--- src/rtl/busseq_pkg.sv ---
package busseq_pkg;

  typedef enum logic [1:0] {S_IDLE, S_BUS, S_RESP} seqState_e;
  typedef enum logic [1:0] {PH_SETUP, PH_ACTIVE, PH_HOLD} busPhase_e;
  typedef enum logic [2:0] {ST_RESET, ST_ADDR, ST_DATA, ST_COMMIT, ST_POLL} seqStep_e;

  // strobes from control to datapath
  typedef struct packed {
    logic loadReq;     // latch address and write bytes
    logic loadBit;     // present the next outgoing bit
    logic selAddr;     // outgoing bit from address frame
    logic selData;     // outgoing bit from write bytes
    logic constBit;    // outgoing bit for framing cycles
    logic captureBit;  // take busDin into read byte
    logic byteEnd;     // captured bit completes a byte
  } dpCtl_t;

  function automatic int ceilDiv(input int num, input int den);
    return (num + den - 1) / den;
  endfunction

  function automatic int maxInt(input int a, input int b);
    return (a > b) ? a : b;
  endfunction

endpackage

--- src/rtl/busseq_datapath.sv ---
module busseq_datapath
  import busseq_pkg::*;
#(
  parameter int ADDR_W    = 9,
  parameter int FRAME_W   = 16,
  parameter int MAX_BYTES = 8,
  localparam int DATA_W   = MAX_BYTES * 8,
  localparam int BIDX_W   = $clog2(MAX_BYTES)
) (
  input  logic              clk,
  input  logic              rstN,
  input  dpCtl_t            ctl,
  input  logic [ADDR_W-1:0] reqAddr,
  input  logic [DATA_W-1:0] reqWrData,
  input  logic              busDin,
  output logic              busDout,
  output logic [DATA_W-1:0] rspRdData
);

  logic [FRAME_W-1:0] addrShift;
  logic [DATA_W-1:0]  wrSeq;
  logic [DATA_W-1:0]  wrOrdered;
  logic [7:0]         rdByte;
  logic [7:0]         rdNext;
  logic [BIDX_W-1:0]  rdIdx;

  // byte 0 goes out first: place it at the top of the shift register
  for (genvar g = 0; g < MAX_BYTES; g++) begin : gOrder
    assign wrOrdered[DATA_W-1-8*g -: 8] = reqWrData[8*g +: 8];
  end

  assign rdNext = {rdByte[6:0], busDin};

  always_ff @(posedge clk or negedge rstN) begin
    if (!rstN) begin
      addrShift <= '0;
      wrSeq     <= '0;
      rdByte    <= '0;
      rdIdx     <= '0;
      rspRdData <= '0;
      busDout   <= 1'b0;
    end else begin
      if (ctl.loadReq) begin
        addrShift <= FRAME_W'(reqAddr);
        wrSeq     <= wrOrdered;
        rdByte    <= '0;
        rdIdx     <= '0;
        rspRdData <= '0;
      end
      if (ctl.loadBit) begin
        if (ctl.selAddr) begin
          busDout   <= addrShift[FRAME_W-1];
          addrShift <= {addrShift[FRAME_W-2:0], 1'b0};
        end else if (ctl.selData) begin
          busDout <= wrSeq[DATA_W-1];
          wrSeq   <= {wrSeq[DATA_W-2:0], 1'b0};
        end else begin
          busDout <= ctl.constBit;
        end
      end
      if (ctl.captureBit) begin
        rdByte <= rdNext;
        if (ctl.byteEnd) begin
          rspRdData[8*rdIdx +: 8] <= rdNext;
          rdIdx <= rdIdx + 1'b1;
        end
      end
    end
  end

endmodule

--- src/rtl/busseq_ctrl.sv ---
module busseq_ctrl
  import busseq_pkg::*;
#(
  parameter int SETUP_CYC  = 10,
  parameter int ACTIVE_CYC = 4,
  parameter int HOLD_CYC   = 1,
  parameter int FRAME_W    = 16,
  parameter int MAX_BYTES  = 8,
  parameter int POLL_LIMIT = 64,
  localparam int LEN_W     = $clog2(MAX_BYTES + 1),
  localparam int PAGE_W    = $clog2(MAX_BYTES)
) (
  input  logic              clk,
  input  logic              rstN,
  input  logic              reqValid,
  input  logic              reqWrite,
  input  logic [PAGE_W-1:0] reqAddrLow,
  input  logic [LEN_W-1:0]  reqLen,
  input  logic              busDin,
  output logic              reqReady,
  output logic              rspValid,
  output logic              rspError,
  output logic              busCeN,
  output logic              busOeN,
  output logic              busWeN,
  output logic              busDoe,
  output dpCtl_t            dpCtl
);

  localparam int IDX_W  = $clog2(maxInt(FRAME_W, MAX_BYTES * 8));
  localparam int PCNT_W = $clog2(maxInt(maxInt(SETUP_CYC, ACTIVE_CYC), HOLD_CYC) + 1);
  localparam int POLL_W = $clog2(POLL_LIMIT + 1);

  seqState_e         state;
  seqStep_e          step;
  busPhase_e         phase;
  logic [PCNT_W-1:0] phaseCnt;
  logic [PCNT_W-1:0] phaseEnd;
  logic [IDX_W-1:0]  idx;
  logic [POLL_W-1:0] pollCnt;
  logic [LEN_W-1:0]  lenReg;
  logic              isWrite;
  logic              errFlag;
  logic              pollHigh;

  logic              reqBad;
  logic              accept;
  logic              cycleRead;
  logic              phaseLast;
  logic              active;
  logic [LEN_W:0]    pageEnd;
  logic [IDX_W:0]    dataLast;

  always_comb begin
    pageEnd  = (LEN_W+1)'(reqAddrLow) + (LEN_W+1)'(reqLen);
    reqBad   = (reqLen == '0) || (reqLen > LEN_W'(MAX_BYTES)) ||
               (reqWrite && (pageEnd > (LEN_W+1)'(MAX_BYTES)));
    accept   = (state == S_IDLE) && reqValid;
    dataLast = (IDX_W+1)'({lenReg, 3'b000}) - 1'b1;
    case (phase)
      PH_SETUP:  phaseEnd = PCNT_W'(SETUP_CYC - 1);
      PH_ACTIVE: phaseEnd = PCNT_W'(ACTIVE_CYC - 1);
      default:   phaseEnd = PCNT_W'(HOLD_CYC - 1);
    endcase
    phaseLast = (phaseCnt == phaseEnd);
    case (step)
      ST_RESET:  cycleRead = (idx != IDX_W'(1));
      ST_ADDR:   cycleRead = 1'b0;
      ST_DATA:   cycleRead = !isWrite;
      ST_COMMIT: cycleRead = (idx != IDX_W'(1));
      default:   cycleRead = 1'b1;
    endcase
  end

  always_ff @(posedge clk or negedge rstN) begin
    if (!rstN) begin
      state    <= S_IDLE;
      step     <= ST_RESET;
      phase    <= PH_SETUP;
      phaseCnt <= '0;
      idx      <= '0;
      pollCnt  <= '0;
      lenReg   <= '0;
      isWrite  <= 1'b0;
      errFlag  <= 1'b0;
      pollHigh <= 1'b0;
    end else begin
      case (state)
        S_IDLE: if (reqValid) begin
          lenReg  <= reqLen;
          isWrite <= reqWrite;
          errFlag <= reqBad;
          if (reqBad) begin
            state <= S_RESP;
          end else begin
            state    <= S_BUS;
            step     <= ST_RESET;
            phase    <= PH_SETUP;
            phaseCnt <= '0;
            idx      <= '0;
            pollCnt  <= '0;
            pollHigh <= 1'b0;
          end
        end
        S_BUS: begin
          if (!phaseLast) begin
            phaseCnt <= phaseCnt + 1'b1;
          end else begin
            phaseCnt <= '0;
            case (phase)
              PH_SETUP:  phase <= PH_ACTIVE;
              PH_ACTIVE: begin
                phase <= PH_HOLD;
                if (step == ST_POLL) pollHigh <= busDin;
              end
              default: begin
                phase <= PH_SETUP;
                idx   <= idx + 1'b1;
                case (step)
                  ST_RESET: if (idx == IDX_W'(2)) begin
                    step <= ST_ADDR;
                    idx  <= '0;
                  end
                  ST_ADDR: if (idx == IDX_W'(FRAME_W - 1)) begin
                    step <= ST_DATA;
                    idx  <= '0;
                  end
                  ST_DATA: if ({1'b0, idx} == dataLast) begin
                    idx <= '0;
                    if (isWrite) step <= ST_COMMIT;
                    else         state <= S_RESP;
                  end
                  ST_COMMIT: if (idx == IDX_W'(2)) begin
                    step <= ST_POLL;
                    idx  <= '0;
                  end
                  default: begin
                    idx <= '0;
                    if (pollHigh) begin
                      state <= S_RESP;
                    end else if (pollCnt == POLL_W'(POLL_LIMIT - 1)) begin
                      errFlag <= 1'b1;
                      state   <= S_RESP;
                    end else begin
                      pollCnt <= pollCnt + 1'b1;
                    end
                  end
                endcase
              end
            endcase
          end
        end
        default: state <= S_IDLE;
      endcase
    end
  end

  assign active   = (state == S_BUS) && (phase == PH_ACTIVE);
  assign busCeN   = !active;
  assign busOeN   = !(active && cycleRead);
  assign busWeN   = !(active && !cycleRead);
  assign busDoe   = (state == S_BUS) && !cycleRead;
  assign reqReady = (state == S_IDLE);
  assign rspValid = (state == S_RESP);
  assign rspError = errFlag;

  always_comb begin
    dpCtl            = '0;
    dpCtl.loadReq    = accept && !reqBad;
    dpCtl.loadBit    = (state == S_BUS) && (phase == PH_SETUP) &&
                       (phaseCnt == '0) && !cycleRead;
    dpCtl.selAddr    = (step == ST_ADDR);
    dpCtl.selData    = (step == ST_DATA);
    dpCtl.constBit   = (step == ST_COMMIT);
    dpCtl.captureBit = active && phaseLast && (step == ST_DATA) && !isWrite;
    dpCtl.byteEnd    = (idx[2:0] == 3'b111);
  end

  // run-length counters used only by the timing properties below
  logic [PCNT_W:0] lowRun;
  logic [PCNT_W:0] highRun;

  always_ff @(posedge clk or negedge rstN) begin
    if (!rstN) begin
      lowRun  <= '0;
      highRun <= '0;
    end else begin
      lowRun  <= busCeN ? '0 : ((&lowRun) ? lowRun : lowRun + 1'b1);
      highRun <= !busCeN ? '0 : ((&highRun) ? highRun : highRun + 1'b1);
    end
  end

  assert_strobe_excl_R9: assert property (@(posedge clk) disable iff (!rstN)
    !busCeN |-> (busOeN != busWeN));

  assert_no_drive_on_read_R9: assert property (@(posedge clk) disable iff (!rstN)
    !busOeN |-> !busDoe);

  assert_ce_low_min_R10: assert property (@(posedge clk) disable iff (!rstN)
    $rose(busCeN) |-> (lowRun >= (PCNT_W+1)'(ACTIVE_CYC)));

  assert_ce_high_min_R10: assert property (@(posedge clk) disable iff (!rstN)
    $fell(busCeN) |-> (highRun >= (PCNT_W+1)'(SETUP_CYC)));

  assert_reject_resp_R8: assert property (@(posedge clk) disable iff (!rstN)
    (accept && reqBad) |=> (rspValid && rspError && busCeN));

  assert_rsp_pulse_R11: assert property (@(posedge clk) disable iff (!rstN)
    rspValid |=> (!rspValid && reqReady));

  assert_busy_after_accept_R11: assert property (@(posedge clk) disable iff (!rstN)
    (reqValid && reqReady) |=> !reqReady);

endmodule

--- src/rtl/serial_mem_sequencer.sv ---
module serial_mem_sequencer
  import busseq_pkg::*;
#(
  parameter int CLK_NS      = 20,
  parameter int CYCLE_NS    = 300,
  parameter int CE_LOW_NS   = 70,
  parameter int CE_HIGH_NS  = 70,
  parameter int STROBE_NS   = 30,
  parameter int RECOVERY_NS = 200,
  parameter int HOLD_NS     = 5,
  parameter int ADDR_W      = 9,
  parameter int FRAME_W     = 16,
  parameter int MAX_BYTES   = 8,
  parameter int POLL_LIMIT  = 64,
  localparam int LEN_W      = $clog2(MAX_BYTES + 1),
  localparam int DATA_W     = MAX_BYTES * 8
) (
  input  logic              clk,
  input  logic              rstN,
  input  logic              reqValid,
  output logic              reqReady,
  input  logic              reqWrite,
  input  logic [ADDR_W-1:0] reqAddr,
  input  logic [LEN_W-1:0]  reqLen,
  input  logic [DATA_W-1:0] reqWrData,
  output logic              rspValid,
  output logic              rspError,
  output logic [DATA_W-1:0] rspRdData,
  output logic              busCeN,
  output logic              busOeN,
  output logic              busWeN,
  output logic              busDout,
  output logic              busDoe,
  input  logic              busDin
);

  localparam int PAGE_W     = $clog2(MAX_BYTES);
  localparam int ACTIVE_CYC = maxInt(ceilDiv(CE_LOW_NS, CLK_NS), ceilDiv(STROBE_NS, CLK_NS));
  localparam int HOLD_CYC   = maxInt(1, ceilDiv(HOLD_NS, CLK_NS));
  localparam int SETUP_CYC  = maxInt(1, maxInt(
      ceilDiv(maxInt(RECOVERY_NS, CE_HIGH_NS), CLK_NS) - HOLD_CYC,
      ceilDiv(CYCLE_NS, CLK_NS) - ACTIVE_CYC - HOLD_CYC));

  dpCtl_t dpCtl;

  busseq_ctrl #(
    .SETUP_CYC (SETUP_CYC),
    .ACTIVE_CYC(ACTIVE_CYC),
    .HOLD_CYC  (HOLD_CYC),
    .FRAME_W   (FRAME_W),
    .MAX_BYTES (MAX_BYTES),
    .POLL_LIMIT(POLL_LIMIT)
  ) i_ctrl (
    .clk       (clk),
    .rstN      (rstN),
    .reqValid  (reqValid),
    .reqWrite  (reqWrite),
    .reqAddrLow(reqAddr[PAGE_W-1:0]),
    .reqLen    (reqLen),
    .busDin    (busDin),
    .reqReady  (reqReady),
    .rspValid  (rspValid),
    .rspError  (rspError),
    .busCeN    (busCeN),
    .busOeN    (busOeN),
    .busWeN    (busWeN),
    .busDoe    (busDoe),
    .dpCtl     (dpCtl)
  );

  busseq_datapath #(
    .ADDR_W   (ADDR_W),
    .FRAME_W  (FRAME_W),
    .MAX_BYTES(MAX_BYTES)
  ) i_datapath (
    .clk      (clk),
    .rstN     (rstN),
    .ctl      (dpCtl),
    .reqAddr  (reqAddr),
    .reqWrData(reqWrData),
    .busDin   (busDin),
    .busDout  (busDout),
    .rspRdData(rspRdData)
  );

  // data driven to the memory must not move while a write strobe is low
  assert_dout_stable_R10: assert property (@(posedge clk) disable iff (!rstN)
    (!busCeN && !$past(busCeN) && busDoe) |-> $stable(busDout));

endmodule

--- config.mk ---
export PLATFORM = sky130hd
export DESIGN_NAME = serial_mem_sequencer
export DESIGN_NICKNAME = d
export VERILOG_FILES = /design/src/rtl/busseq_pkg.sv /design/src/rtl/busseq_datapath.sv /design/src/rtl/busseq_ctrl.sv /design/src/rtl/serial_mem_sequencer.sv
export SDC_FILE = /design/constraint.sdc
export NUM_CORES = 1
export LEC_CHECK = 0
export BUFFER_PORTS_ARGS = -buffer_cell sky130_fd_sc_hd__clkbuf_2
export CELL_PAD_IN_SITES_DETAIL_PLACEMENT = 0
export CELL_PAD_IN_SITES_GLOBAL_PLACEMENT = 1
export CORE_ASPECT_RATIO = 0.9
export CORE_MARGIN = 8
export CORE_UTILIZATION = 40
export DETAILED_ROUTE_END_ITERATION = 8
export GPL_ROUTABILITY_DRIVEN = 0
export HOLD_SLACK_MARGIN = 0.06
export PLACE_DENSITY_LB_ADDON = 0.1
export REMOVE_ABC_BUFFERS = 1
export SLEW_MARGIN = 20
export SYNTH_ARGS = -nofsm -noshare
export SYNTH_HDL_FRONTEND = slang
export SYNTH_SLANG_ARGS = --single-unit
--- constraint.sdc ---
create_clock -name clk -period 3.1 [get_ports clk]
set_input_delay 0.155 -clock clk [delete_from_list [all_inputs] [get_ports clk]]
set_output_delay 0.155 -clock clk [all_outputs]
set_load 0.01 [all_outputs]
; Yosys cells after proc, flatten, opt, wreduce, memory -nomap -nowiden
; Cells that the tools add are included.
[totals]
register_bits = 186
latch_bits = 0
ramBits = 0
rom_bits = 0
out_inout_bits = 72
n_memories = 0
[classes]
addsub = 7
mul = 0
div_mod_pow = 0
n_lt_le_gt_ge = 2
n_eq_ne = 33
shift = 2
muxes = 80
n_bitwise = 0
reduce_logical = 41
[op_table]
columns = op, n
row1 = 64-bit two-way mux, 7
row2 = 64-bit bitwise mux, 1
row3 = "8-bit by 34-bit variable shift with 64-bit output, first input constant", 1
row4 = 8-bit by 34-bit indexed part select with 64-bit output, 1
row5 = 7-bit two-way mux, 9
row6 = 16-bit two-way mux, 3
row7 = 6-bit two-way mux, 7
row8 = 3-bit two-way mux, 12
row9 = 6-bit negation with 34-bit output, 1
row10 = 2-bit two-way mux, 11
row11 = 6-bit case mux with 3 select lines, 1
row12 = 2-bit case mux with 2 select lines, 4
row13 = 4-bit case mux with 2 select lines, 2
row14 = "2-bit inequality test, second input constant", 7
row15 = 7-bit case mux with 2 select lines, 1
row16 = 7-bit AND reduction, 2
row17 = 1-bit logical AND, 13
row18 = 1-bit two-way mux, 13
row19 = 4-bit two-way mux, 3
row20 = "3-bit by 2-bit inequality test with 1-bit output, second input constant", 4
row21 = 3-bit case mux with 4 select lines, 1
row22 = 6-bit case mux with 2 select lines, 1
row23 = 11-bit AND reduction, 1
row24 = 4-bit zero test, 2
row25 = other kinds (40), 57

; Longest topological paths before layout
; Gate-level depths: netlist of the first run.
[logic_depth]
word_depth = 10
mapped_depth = 11

; Hierarchy
; A second synthesis of the first run with hierarchy kept.
[unflattened]
cells_unflattened = 901
area_unflattened_um2 = 9282.7
[by_module_without_submodules]
columns = mod, n_inst, cells_per_inst, area_per_inst_um2, seq_area_each_um2
row1 = busseq_datapath, 1, 649, 7138.1, 3878.7
row2 = busseq_ctrl, 1, 252, 2144.6, 775.7

; Least setup slack after synthesis of the first run
; OpenSTA, ideal clock, no wires.
[synth_path]
kind = register to register
from = register i_datapath.rdIdx[0]
to = register i_datapath.rspRdData[16]
t_arrival_ns = 2.573
required_time_ns = 2.979
setup_slack_ns = 0.406
stages_incl_launch_ff = 12
synth_period_minus_slack_ns = 2.694
cell_sequence = dfrtp_1 clkbuf_1 inv_1 ha_1 ha_1 clkbuf_1 nand2_1 nor2_1 nand3_1 and2_1 clkbuf_1 a22o_1
[synth_between]
elab_chain_cells = 5
[synth_lines]
columns = element, line
row1 = start: declaration, busseq_datapath.sv:25  ; logic [BIDX_W-1:0] rdIdx;
row2 = start signal: assignment, busseq_datapath.sv:65  ; rdIdx <= rdIdx + 1'b1;
row3 = 6-bit negation with 34-bit output *, busseq_datapath.sv:64  ; rspRdData[8*rdIdx +: 8] <= rdNext;
row4 = 8-bit by 34-bit indexed part select with 64-bit output / 8-bit by 34-bit variable shift with 64-bit output (equally long branches), busseq_datapath.sv:64
row5 = 64-bit bitwise mux *, busseq_datapath.sv:64
row6 = 64-bit two-way mux *, busseq_datapath.sv:63  ; if (ctl.byteEnd) begin
row7 = 64-bit two-way mux *, busseq_datapath.sv:61  ; if (ctl.captureBit) begin
row8 = end signal: indexed assignment, busseq_datapath.sv:64
row9 = end: declaration, busseq_datapath.sv:17  ; output logic [DATA_W-1:0] rspRdData
; Every way passes the cells marked *; elsewhere a longest branch is shown, timed or not.
; A chain may end at the register's enable or synchronous reset.

; Worst setup path in the final report of the first run
[layout_path]
from = input port reqLen[0]
to = register i_datapath.wrSeq[45]
[layout_between]
elab_chain_cells = 10
[layout_lines]
columns = element, line
row1 = start: declaration, serial_mem_sequencer.sv:24  ; input logic [LEN_W-1:0] reqLen,
row2 = 3-bit by 4-bit adder with 5-bit output, busseq_ctrl.sv:55  ; pageEnd = (LEN_W+1)'(reqAddrLow) + (LEN_W+1)'(reqLen);
row3 = 5-bit by 4-bit > comparator with 1-bit output, busseq_ctrl.sv:57  ; (reqWrite && (pageEnd > (LEN_W+1)'(MAX_BYTES)));
row4 = 1-bit logical AND, busseq_ctrl.sv:57
row5 = 1-bit logical OR *, busseq_ctrl.sv:56  ; reqBad = (reqLen == '0) || (reqLen > LEN_W'(MAX_BYTES)) ||
row6 = 1-bit zero test *, busseq_ctrl.sv:169  ; dpCtl.loadReq = accept && !reqBad;
row7 = 1-bit logical AND *, busseq_ctrl.sv:169
row8 = 64-bit two-way mux *, busseq_datapath.sv:43  ; if (ctl.loadReq) begin
row9 = 64-bit two-way mux, busseq_datapath.sv:54  ; end else if (ctl.selData) begin
row10 = 64-bit two-way mux, busseq_datapath.sv:51  ; if (ctl.selAddr) begin
row11 = 64-bit two-way mux *, busseq_datapath.sv:50  ; if (ctl.loadBit) begin
row12 = end signal: assignment, busseq_datapath.sv:45  ; wrSeq <= wrOrdered;
row13 = end signal: assignment, busseq_datapath.sv:56  ; wrSeq <= {wrSeq[DATA_W-2:0], 1'b0};
row14 = end: declaration, busseq_datapath.sv:21  ; logic [DATA_W-1:0] wrSeq;
; Marked as above.

==> metrics.txt, run 1 <==
# TYPE chip_impl_metric gauge
chip_impl_metric{name="finish.instance_area",unit="sq um"} 11500
chip_impl_metric{name="overflow",unit=""} 0
chip_impl_metric{name="design.core.area",unit="sq um"} 21700
chip_impl_info{name="run_status",value="finished clean"} 1
chip_impl_metric{name="clkTransAtPathRegs",unit="ns"} 0.07
chip_impl_info{name="reg2reg_to",value="i_datapath.rspRdData[2]"} 1
chip_impl_metric{name="worstRegToRegCells",unit=""} 5
chip_impl_metric{name="io_buffer_count",unit=""} 153
chip_impl_metric{name="tightestPinTransition",unit="ns"} 0.819
chip_impl_metric{name="cts_hold_buffers",unit=""} 77
chip_impl_metric{name="initial_core_util",unit="%"} 40.9
chip_impl_metric{name="postSynth.asyncResetShare",unit="%"} 100
chip_impl_metric{name="synth.yosys.seq_area_share",unit="%"} 52.4
chip_impl_metric{name="ios",unit=""} 154
chip_impl_metric{name="static-leakage-power",unit="nW"} 5.15
chip_impl_metric{name="yosys-mux-area-fraction",unit="%"} 8.71
chip_impl_metric{name="floorplan.die_area",unit="sq um"} 27200
chip_impl_info{name="synth_top_cell_by_area",value="sky130_fd_sc_hd__dfrtp_1"} 1
chip_impl_info{name="largest_family_of_logic_cells_by_synthesized_area",value="compound AO/OA/AOI/OAI gates"} 1
chip_impl_metric{name="placedInstanceArea",unit="sq um"} 10100
chip_impl_metric{name="min_period_over_period",unit="%"} 92.9
chip_impl_info{name="ys_top_cells_by_count",value="sky130_fd_sc_hd__dfrtp_1 (186), sky130_fd_sc_hd__nand2_1 (118), sky130_fd_sc_hd__o21ai_0 (87)"} 1
chip_impl_metric{name="post-place-cells",unit=""} 1261
chip_impl_metric{name="worst_slew_margin_rel",unit="%"} 44.7
chip_impl_metric{name="synth_edf_count",unit=""} 0
chip_impl_info{name="synth.area.top_cells",value="sky130_fd_sc_hd__dfrtp_1 (52%), sky130_fd_sc_hd__mux2i_1 (8.5%), sky130_fd_sc_hd__a22o_1 (5.5%), sky130_fd_sc_hd__nand2_1 (5.0%), sky130_fd_sc_hd__o21ai_0 (4.9%)"} 1
chip_impl_metric{name="grt_start_max_net_pins",unit=""} 81
chip_impl_metric{name="timing.critical_path.fanout_max",unit=""} 73
chip_impl_info{name="timing_worst_setup_path_type",value="primary input to flop"} 1
chip_impl_metric{name="netlist.area_leader.share",unit="%"} 52.4
chip_impl_metric{name="area_delta_synth_final",unit="%"} 29.4
chip_impl_metric{name="filler_cell_count",unit=""} 1960
chip_impl_metric{name="irDropWorstVdd",unit="V"} 0.000318
chip_impl_metric{name="cts-htree-levels",unit=""} 4
chip_impl_metric{name="postLayoutSetupSlackWorst",unit="ns"} 0.220
chip_impl_metric{name="drt_total_wl",unit="um"} 23900
chip_impl_metric{name="drt-wirelength-per-cell",unit="um"} 17.5
chip_impl_info{name="cts_root_buf",value="sky130_fd_sc_hd__clkbuf_16"} 1
chip_impl_metric{name="yosys.cell_types.count",unit=""} 63
chip_impl_metric{name="viasPerCell",unit=""} 5.21
chip_impl_metric{name="die_y",unit="um"} 157
chip_impl_metric{name="grt_antenna_before_repair",unit=""} 0
chip_impl_metric{name="place_worst_setup_slack",unit="ns"} 0.333
chip_impl_metric{name="hold-worst-slack",unit="ns"} 0.0785
chip_impl_info{name="critical_path.startpoint_type",value="primary input"} 1
chip_impl_metric{name="worstSetupPathDepth",unit=""} 12
chip_impl_metric{name="vias_in_the_first_global_route",unit=""} 7374
chip_impl_metric{name="yosys.area_share.xor_xnor",unit="%"} 0.662
chip_impl_metric{name="cts.sinks",unit=""} 186
chip_impl_metric{name="final_core_util",unit="%"} 53.0
chip_impl_metric{name="post_synth_instance_area",unit="sq um"} 8880
chip_impl_metric{name="route.detailed.drc",unit=""} 0
chip_impl_metric{name="finalNetCount",unit=""} 1166
chip_impl_metric{name="timing_max_transition_violations_final",unit=""} 0
chip_impl_metric{name="number_of_endpoints_failing_setup_at_the_final_stage",unit=""} 0
chip_impl_info{name="timing.hold.worst.start",value="reqAddr[2]"} 1
chip_impl_metric{name="grt_first_pass_wirelength",unit="um"} 39900
chip_impl_metric{name="multi_input_logic_area",unit="sq um"} 3980
chip_impl_info{name="crit_end_element",value="flop"} 1
chip_impl_metric{name="detailedPlacementHpwl",unit="um"} 16200
chip_impl_metric{name="clock_tree.buffer_depth",unit=""} 2
chip_impl_metric{name="fin_tns_setup",unit="ns"} 0
chip_impl_metric{name="fin_crit",unit="ns"} 2.88
chip_impl_metric{name="drt.antenna.violating_nets",unit=""} 0
chip_impl_metric{name="critical_path_buf_inv_count",unit=""} 4
chip_impl_metric{name="register_area",unit="sq um"} 4650
chip_impl_metric{name="fmax",unit="GHz"} 0.347
chip_impl_info{name="timing.rr.start",value="i_ctrl.phaseCnt[1]"} 1
chip_impl_info{name="hold_class",value="primary input to flop"} 1
chip_impl_info{name="tritoncts_clock_tree",value="done"} 1
chip_impl_metric{name="cellPowerDensity",unit="nW/um^2"} 745
chip_impl_metric{name="fraction_of_layout_cells_with_a_size_suffix_above_1",unit="%"} 22.2
chip_impl_metric{name="tritoncts_buffers",unit=""} 17
chip_impl_metric{name="core.rowCount",unit=""} 51
chip_impl_info{name="synth_flop_cell",value="sky130_fd_sc_hd__dfrtp_1"} 1
chip_impl_info{name="critical_path.cell_chain",value="dlygate4sd3_1, clkbuf_2, ha_1, inv_1, fa_1, nor2b_1, nand2_1, a311o_1, a21oi_4, buf_12, mux2i_1, o21ai_0"} 1
chip_impl_metric{name="drt_first_pass_iters",unit=""} 5
chip_impl_metric{name="post_synth.cell_area_avg",unit="sq um"} 10.5
chip_impl_info{name="yosys.cell_count.top_type",value="sky130_fd_sc_hd__dfrtp_1"} 1
chip_impl_info{name="slowest_stage",value="sky130_fd_sc_hd__dlygate4sd3_1"} 1
chip_impl_metric{name="yosys_synthesis_warning_count",unit=""} 0
chip_impl_metric{name="post_cts_buffers",unit=""} 0
chip_impl_metric{name="synth_compound_area_share",unit="%"} 17.8
chip_impl_metric{name="insertion_delay",unit="ns"} 0.43
chip_impl_metric{name="timing.reg2reg.setup_slack",unit="ns"} 0.43
chip_impl_metric{name="worstPathArrival",unit="ns"} 3.18
chip_impl_metric{name="synth-simple-area-share",unit="%"} 14.6
chip_impl_metric{name="post_synthesis_share_of_cell_area_spent_on_full_adders_half_adders_and_majority_gates",unit="%"} 2.62
chip_impl_metric{name="fin_cells",unit=""} 1371
chip_impl_info{name="critPathLaunch",value="reqLen[0]"} 1
chip_impl_metric{name="post_cts_resize_count",unit=""} 0
chip_impl_metric{name="worstPathRequired",unit="ns"} 3.40
chip_impl_metric{name="critical-path-max-stage-delay",unit="ns"} 0.53
chip_impl_info{name="rsz_0062_raised_after_global_routing",value="false"} 1
chip_impl_metric{name="die_x",unit="um"} 173
chip_impl_info{name="crit_family",value="buffers and inverters"} 1
chip_impl_metric{name="synthCells",unit=""} 842
chip_impl_metric{name="starting_drc_count_in_detailed_routing",unit=""} 522
chip_impl_metric{name="grt_util_all_layers",unit="%"} 17.8
chip_impl_metric{name="fin_total_pwr",unit="mW"} 8.56
chip_impl_info{name="worstSetupEndpoint",value="i_datapath.wrSeq[45]"} 1
chip_impl_metric{name="finalClockSkew",unit="ns"} 0.0146
chip_impl_metric{name="drv.max_cap_violation_count",unit=""} 0
chip_impl_metric{name="routed-via-count",unit=""} 7148
chip_impl_metric{name="yosys_register_bits",unit=""} 186
chip_impl_metric{name="report.final.hold_viol_count",unit=""} 0
==> sequential cells by signal, indices dropped and copies added (netlist names), 2 cells and up <==
| register | count |
|---|---|
| i_datapath.wrSeq | 64 |
| i_datapath.addrShift | 16 |
| i_ctrl.idx | 6 |
| i_ctrl.phaseCnt | 4 |
| i_datapath.rspRdData | 64 |
| i_datapath.rdByte | 7 |
| i_ctrl.lenReg | 4 |
| i_ctrl.pollCnt | 7 |
| i_ctrl.state | 2 |
| i_datapath.rdIdx | 3 |
| i_ctrl.step | 3 |
| i_ctrl.phase | 2 |
==> per-layer routing <==
layer  global-route usage (%)  part of all wire, %  up-vias
met4                     5.29                  1.3        0
met5                        0                    0        -
li1                         -                    -     3503
met2                     27.2                   45      159
met1                     25.2                   50     3464
met3                     3.59                  3.9       22
==> report_power, final <==
| group | internal (mW) | switching, mW | leakage, nW | total [mW] |
|---|---|---|---|---|
| sequential | 3.15 | 0.599 | 2.39 | 3.75 |
| combinational | 1.09 | 1.46 | 2.46 | 2.56 |
| clock | 1.17 | 1.08 | 0.303 | 2.26 |
==> area by class of cell <==
type / count / area share, %
diodes: 1 / 0.0218
clock buffers: 17 / 3.70
clock inverters: 15 / 1.70
inverters: 21 / 0.686
multi-input cells: 585 / 34.6
flip-flops and latches: 186 / 40.5
well taps: 291 / 3.17
repair buffers: 255 / 15.6
==> logic make-up after synthesis <==
family,Yosys count
multiplexers,77
AO/OA/AOI/OAI,230
flip-flops,186
adder cells (fa/ha/maj),18
XOR/XNOR,5
AND/OR/NAND/NOR,255
buffers and inverters,71
==> cells in the final DEF (no fill, tap or decap), types with 6 or more instances in the layout <==
| cell type | n |
|---|---|
| sky130_fd_sc_hd__a22o_2 | 7 |
| sky130_fd_sc_hd__dfrtp_1 | 186 |
| sky130_fd_sc_hd__o21ai_0 | 87 |
| sky130_fd_sc_hd__nor3_1 | 12 |
| sky130_fd_sc_hd__buf_4 | 20 |
| sky130_fd_sc_hd__clkbuf_16 | 17 |
| sky130_fd_sc_hd__nand4_1 | 6 |
| sky130_fd_sc_hd__nor2_1 | 32 |
| sky130_fd_sc_hd__a31oi_1 | 8 |
| sky130_fd_sc_hd__a21oi_1 | 24 |
| sky130_fd_sc_hd__inv_1 | 20 |
| sky130_fd_sc_hd__a22o_1 | 56 |
| sky130_fd_sc_hd__dlygate4sd3_1 | 77 |
| sky130_fd_sc_hd__ha_1 | 17 |
| sky130_fd_sc_hd__nor2b_1 | 8 |
| sky130_fd_sc_hd__nand2b_1 | 7 |
| sky130_fd_sc_hd__clkbuf_2 | 152 |
| sky130_fd_sc_hd__nand3_1 | 31 |
| sky130_fd_sc_hd__mux2i_1 | 75 |
| sky130_fd_sc_hd__and2_1 | 6 |
| sky130_fd_sc_hd__nand2_1 | 118 |
==> worst min-delay path, stage by stage <==
cell                       delay [ns]
sky130_fd_sc_hd__clkbuf_2        0.10
sky130_fd_sc_hd__mux2i_1         0.13
sky130_fd_sc_hd__a21oi_1         0.08
==> worst min-delay path by stage <==
stage          cells past startpoint  slack [ns]                 endpoint
6_report                           3        0.08  i_datapath.addrShift[2]
3_3_place_gp                       1        0.26  i_datapath.addrShift[6]
5_1_grt                            3        0.08  i_datapath.addrShift[2]
3_5_place_dp                       1        0.26  i_datapath.addrShift[6]
4_1_cts                            3        0.07  i_datapath.addrShift[2]
2_1_floorplan                      0       -0.14            i_ctrl.idx[0]
Note: power is estimated with default switching activity, not from simulation.
==> run 2, diff against run 1 <==
--- a/config.mk
+++ b/config.mk
@@ -5,6 +5,7 @@
 export SDC_FILE = /design/constraint.sdc
 export NUM_CORES = 1
 export LEC_CHECK = 0
+export ABC_CLOCK_PERIOD_IN_PS = 3300
 export BUFFER_PORTS_ARGS = -buffer_cell sky130_fd_sc_hd__clkbuf_2
 export CELL_PAD_IN_SITES_DETAIL_PLACEMENT = 0
 export CELL_PAD_IN_SITES_GLOBAL_PLACEMENT = 1
==> constraint.sdc (replaced) <==
create_clock -name clk -period 3.3 [get_ports clk]
set_input_delay 0.165 -clock clk [delete_from_list [all_inputs] [get_ports clk]]
set_output_delay 0.165 -clock clk [all_outputs]
set_load 0.01 [all_outputs]
==> run 2 against run 1 <==
Setup slack improved by 0.093 ns; flip-flop and latch count did not move; cell area fell by 0.70%; global-route usage rose by 0.35 points; combinational power fell by 7%.
==> metrics.txt, run 2 (synthesis gave the netlist of run 1 again) <==
# TYPE chip_impl_metric gauge
chip_impl_metric{name="route.detailed.drc",unit=""} 0
chip_impl_metric{name="overflow",unit=""} 0
chip_impl_metric{name="min_period_over_period",unit="%"} 90.5
chip_impl_metric{name="initial_core_util",unit="%"} 40.9
chip_impl_metric{name="post_cts_resize_count",unit=""} 0
chip_impl_metric{name="starting_drc_count_in_detailed_routing",unit=""} 638
chip_impl_metric{name="cts_hold_buffers",unit=""} 74
chip_impl_metric{name="final_core_util",unit="%"} 52.6
chip_impl_info{name="layout.cells.most_common_list",value="sky130_fd_sc_hd__dfrtp_1 (186), sky130_fd_sc_hd__clkbuf_2 (152), sky130_fd_sc_hd__nand2_1 (118)"} 1
chip_impl_metric{name="drt-wirelength-per-cell",unit="um"} 17.9
chip_impl_metric{name="fraction_of_layout_cells_with_a_size_suffix_above_1",unit="%"} 22.0
chip_impl_metric{name="detailedPlacementHpwl",unit="um"} 16600
chip_impl_metric{name="clock_tree.buffer_depth",unit=""} 2
chip_impl_metric{name="fin_total_pwr",unit="mW"} 7.93
chip_impl_metric{name="finalClockSkew",unit="ns"} 0.0142
chip_impl_info{name="critical_path.startpoint_type",value="primary input"} 1
chip_impl_info{name="mostFrequentLayoutCell",value="sky130_fd_sc_hd__dfrtp_1"} 1
chip_impl_metric{name="drv.max_cap_violation_count",unit=""} 0
chip_impl_metric{name="timing.critical_path.fanout_max",unit=""} 15
chip_impl_metric{name="ios",unit=""} 154
chip_impl_metric{name="core.rowCount",unit=""} 51
chip_impl_metric{name="placedInstanceArea",unit="sq um"} 10100
chip_impl_metric{name="insertion_delay",unit="ns"} 0.43
chip_impl_metric{name="timing_max_transition_violations_final",unit=""} 0
chip_impl_info{name="tritoncts_clock_tree",value="done"} 1
chip_impl_metric{name="drt.antenna.violating_nets",unit=""} 0
chip_impl_metric{name="antenna-diode-count",unit=""} 0
chip_impl_metric{name="static-leakage-power",unit="nW"} 5.10
chip_impl_metric{name="vias_in_the_first_global_route",unit=""} 7501
chip_impl_metric{name="grt_util_all_layers",unit="%"} 18.2
chip_impl_metric{name="finish.instance_area",unit="sq um"} 11400
chip_impl_metric{name="tritoncts_buffers",unit=""} 17
chip_impl_metric{name="area_delta_synth_final",unit="%"} 28.5
chip_impl_metric{name="floorplan.die_area",unit="sq um"} 27200
chip_impl_info{name="timing_worst_setup_path_type",value="primary input to flop"} 1
chip_impl_metric{name="post-place-cells",unit=""} 1258
chip_impl_metric{name="grt_start_max_net_pins",unit=""} 87
chip_impl_info{name="hold_class",value="primary input to flop"} 1
chip_impl_metric{name="worst_slew_margin_rel",unit="%"} 43.3
chip_impl_metric{name="hold-worst-slack",unit="ns"} 0.0771
chip_impl_metric{name="register_area",unit="sq um"} 4650
chip_impl_metric{name="cts-htree-levels",unit=""} 4
chip_impl_metric{name="fin_cells",unit=""} 1364
chip_impl_metric{name="worstPathArrival",unit="ns"} 3.30
chip_impl_metric{name="die_x",unit="um"} 173
chip_impl_metric{name="fin_tns_setup",unit="ns"} 0
chip_impl_metric{name="grt_antenna_before_repair",unit=""} 0
chip_impl_metric{name="place_worst_setup_slack",unit="ns"} 0.367
chip_impl_metric{name="fin_crit",unit="ns"} 2.99
chip_impl_info{name="run_status",value="finished clean"} 1
chip_impl_metric{name="viasPerCell",unit=""} 5.30
chip_impl_metric{name="post_cts_buffers",unit=""} 0
chip_impl_info{name="reg.largest.list",value="i_datapath.rspRdData x64, i_datapath.wrSeq x64, i_datapath.addrShift x16"} 1
chip_impl_metric{name="number_of_endpoints_failing_setup_at_the_final_stage",unit=""} 0
chip_impl_metric{name="cellPowerDensity",unit="nW/um^2"} 695
chip_impl_metric{name="worstPathRequired",unit="ns"} 3.61
chip_impl_metric{name="io_buffer_count",unit=""} 153
chip_impl_metric{name="multi_input_logic_area",unit="sq um"} 3980
chip_impl_metric{name="design.core.area",unit="sq um"} 21700
chip_impl_metric{name="report.final.hold_viol_count",unit=""} 0
chip_impl_info{name="rsz_0062_raised_after_global_routing",value="false"} 1
chip_impl_info{name="crit_end_element",value="flop"} 1
chip_impl_metric{name="tightestPinTransition",unit="ns"} 0.847
chip_impl_metric{name="cts.sinks",unit=""} 186
chip_impl_metric{name="finalNetCount",unit=""} 1160
chip_impl_metric{name="filler_cell_count",unit=""} 1955
chip_impl_metric{name="drt_first_pass_iters",unit=""} 5
chip_impl_metric{name="grt_first_pass_wirelength",unit="um"} 40500
chip_impl_info{name="cts_root_buf",value="sky130_fd_sc_hd__clkbuf_16"} 1
chip_impl_metric{name="die_y",unit="um"} 157
chip_impl_metric{name="routed-via-count",unit=""} 7223
chip_impl_metric{name="clkTransAtPathRegs",unit="ns"} 0.07
chip_impl_metric{name="fmax",unit="GHz"} 0.335
chip_impl_metric{name="irDropWorstVdd",unit="V"} 0.000383
chip_impl_metric{name="drt_total_wl",unit="um"} 24500
chip_impl_metric{name="postLayoutSetupSlackWorst",unit="ns"} 0.313
## run 2: cell count changes in the layout (fill, tap and decap cells not counted), sizes merged
cell,change
bufinv,-1
clkinvlp,+2
inv,-1
diode,-1
dlygate4sd3,-3
buf,-3
## run 2: worst max-delay path: stages
cell and delay, ns:
sky130_fd_sc_hd__dlygate4sd3_1 0.53, sky130_fd_sc_hd__clkbuf_2 0.12, sky130_fd_sc_hd__ha_1 0.19, sky130_fd_sc_hd__inv_1 0.07, sky130_fd_sc_hd__fa_1 0.39, sky130_fd_sc_hd__nor2b_1 0.14
sky130_fd_sc_hd__o21ai_0 0.22, sky130_fd_sc_hd__a211oi_1 0.18, sky130_fd_sc_hd__o21ai_2 0.68, sky130_fd_sc_hd__buf_4 0.31, sky130_fd_sc_hd__a21oi_1 0.08, sky130_fd_sc_hd__a211o_1 0.22
## run 2: worst paths after layout
path | from | to | slack (ns) | cells after the start
setup reg to reg | i_ctrl.phase[1] | i_datapath.rspRdData[28] | 0.55 | 6
setup / recovery | reqLen[0] | i_ctrl.idx[5] | 0.31 | 12
min in group asynchronous | rstN | i_datapath.addrShift[6] | 0.31 | 2
hold / removal | reqWrData[4] | i_datapath.wrSeq[60] | 0.08 | 3
hold reg to reg | i_datapath.wrSeq[20] | i_datapath.wrSeq[21] | 0.48 | 2
max in group asynchronous | rstN | i_datapath.busDout | 2.05 | 3
## run 2: metal layers
metal | GRT usage (%) | wire length, um | share of wire [%] | vias up
li1 | - | - | - | 3484
met1 | 25.4 | 12100 | 50 | 3565
met2 | 28.1 | 11100 | 45 | 157
met3 | 4.17 | 993 | 4.1 | 17
met4 | 4.51 | 201 | 0.82 | 0
met5 | 0 | 0 | 0 | -
## run 2: where the power goes
| part | internal (mW) | switching [mW] | leakage (nW) |
|---|---|---|---|
| Combinational | 1.01 | 1.37 | 2.43 |
| Sequential | 2.96 | 0.593 | 2.39 |
| Clock | 1.01 | 0.998 | 0.280 |
## run 2: cell type report
type	instances	share of cell area (%)
tap	291	3.19
multi-input combinational	585	34.8
clock inverter	15	1.38
timing repair buffer	249	15.4
inverter	21	0.691
sequential	186	40.8
clock buffer	17	3.73
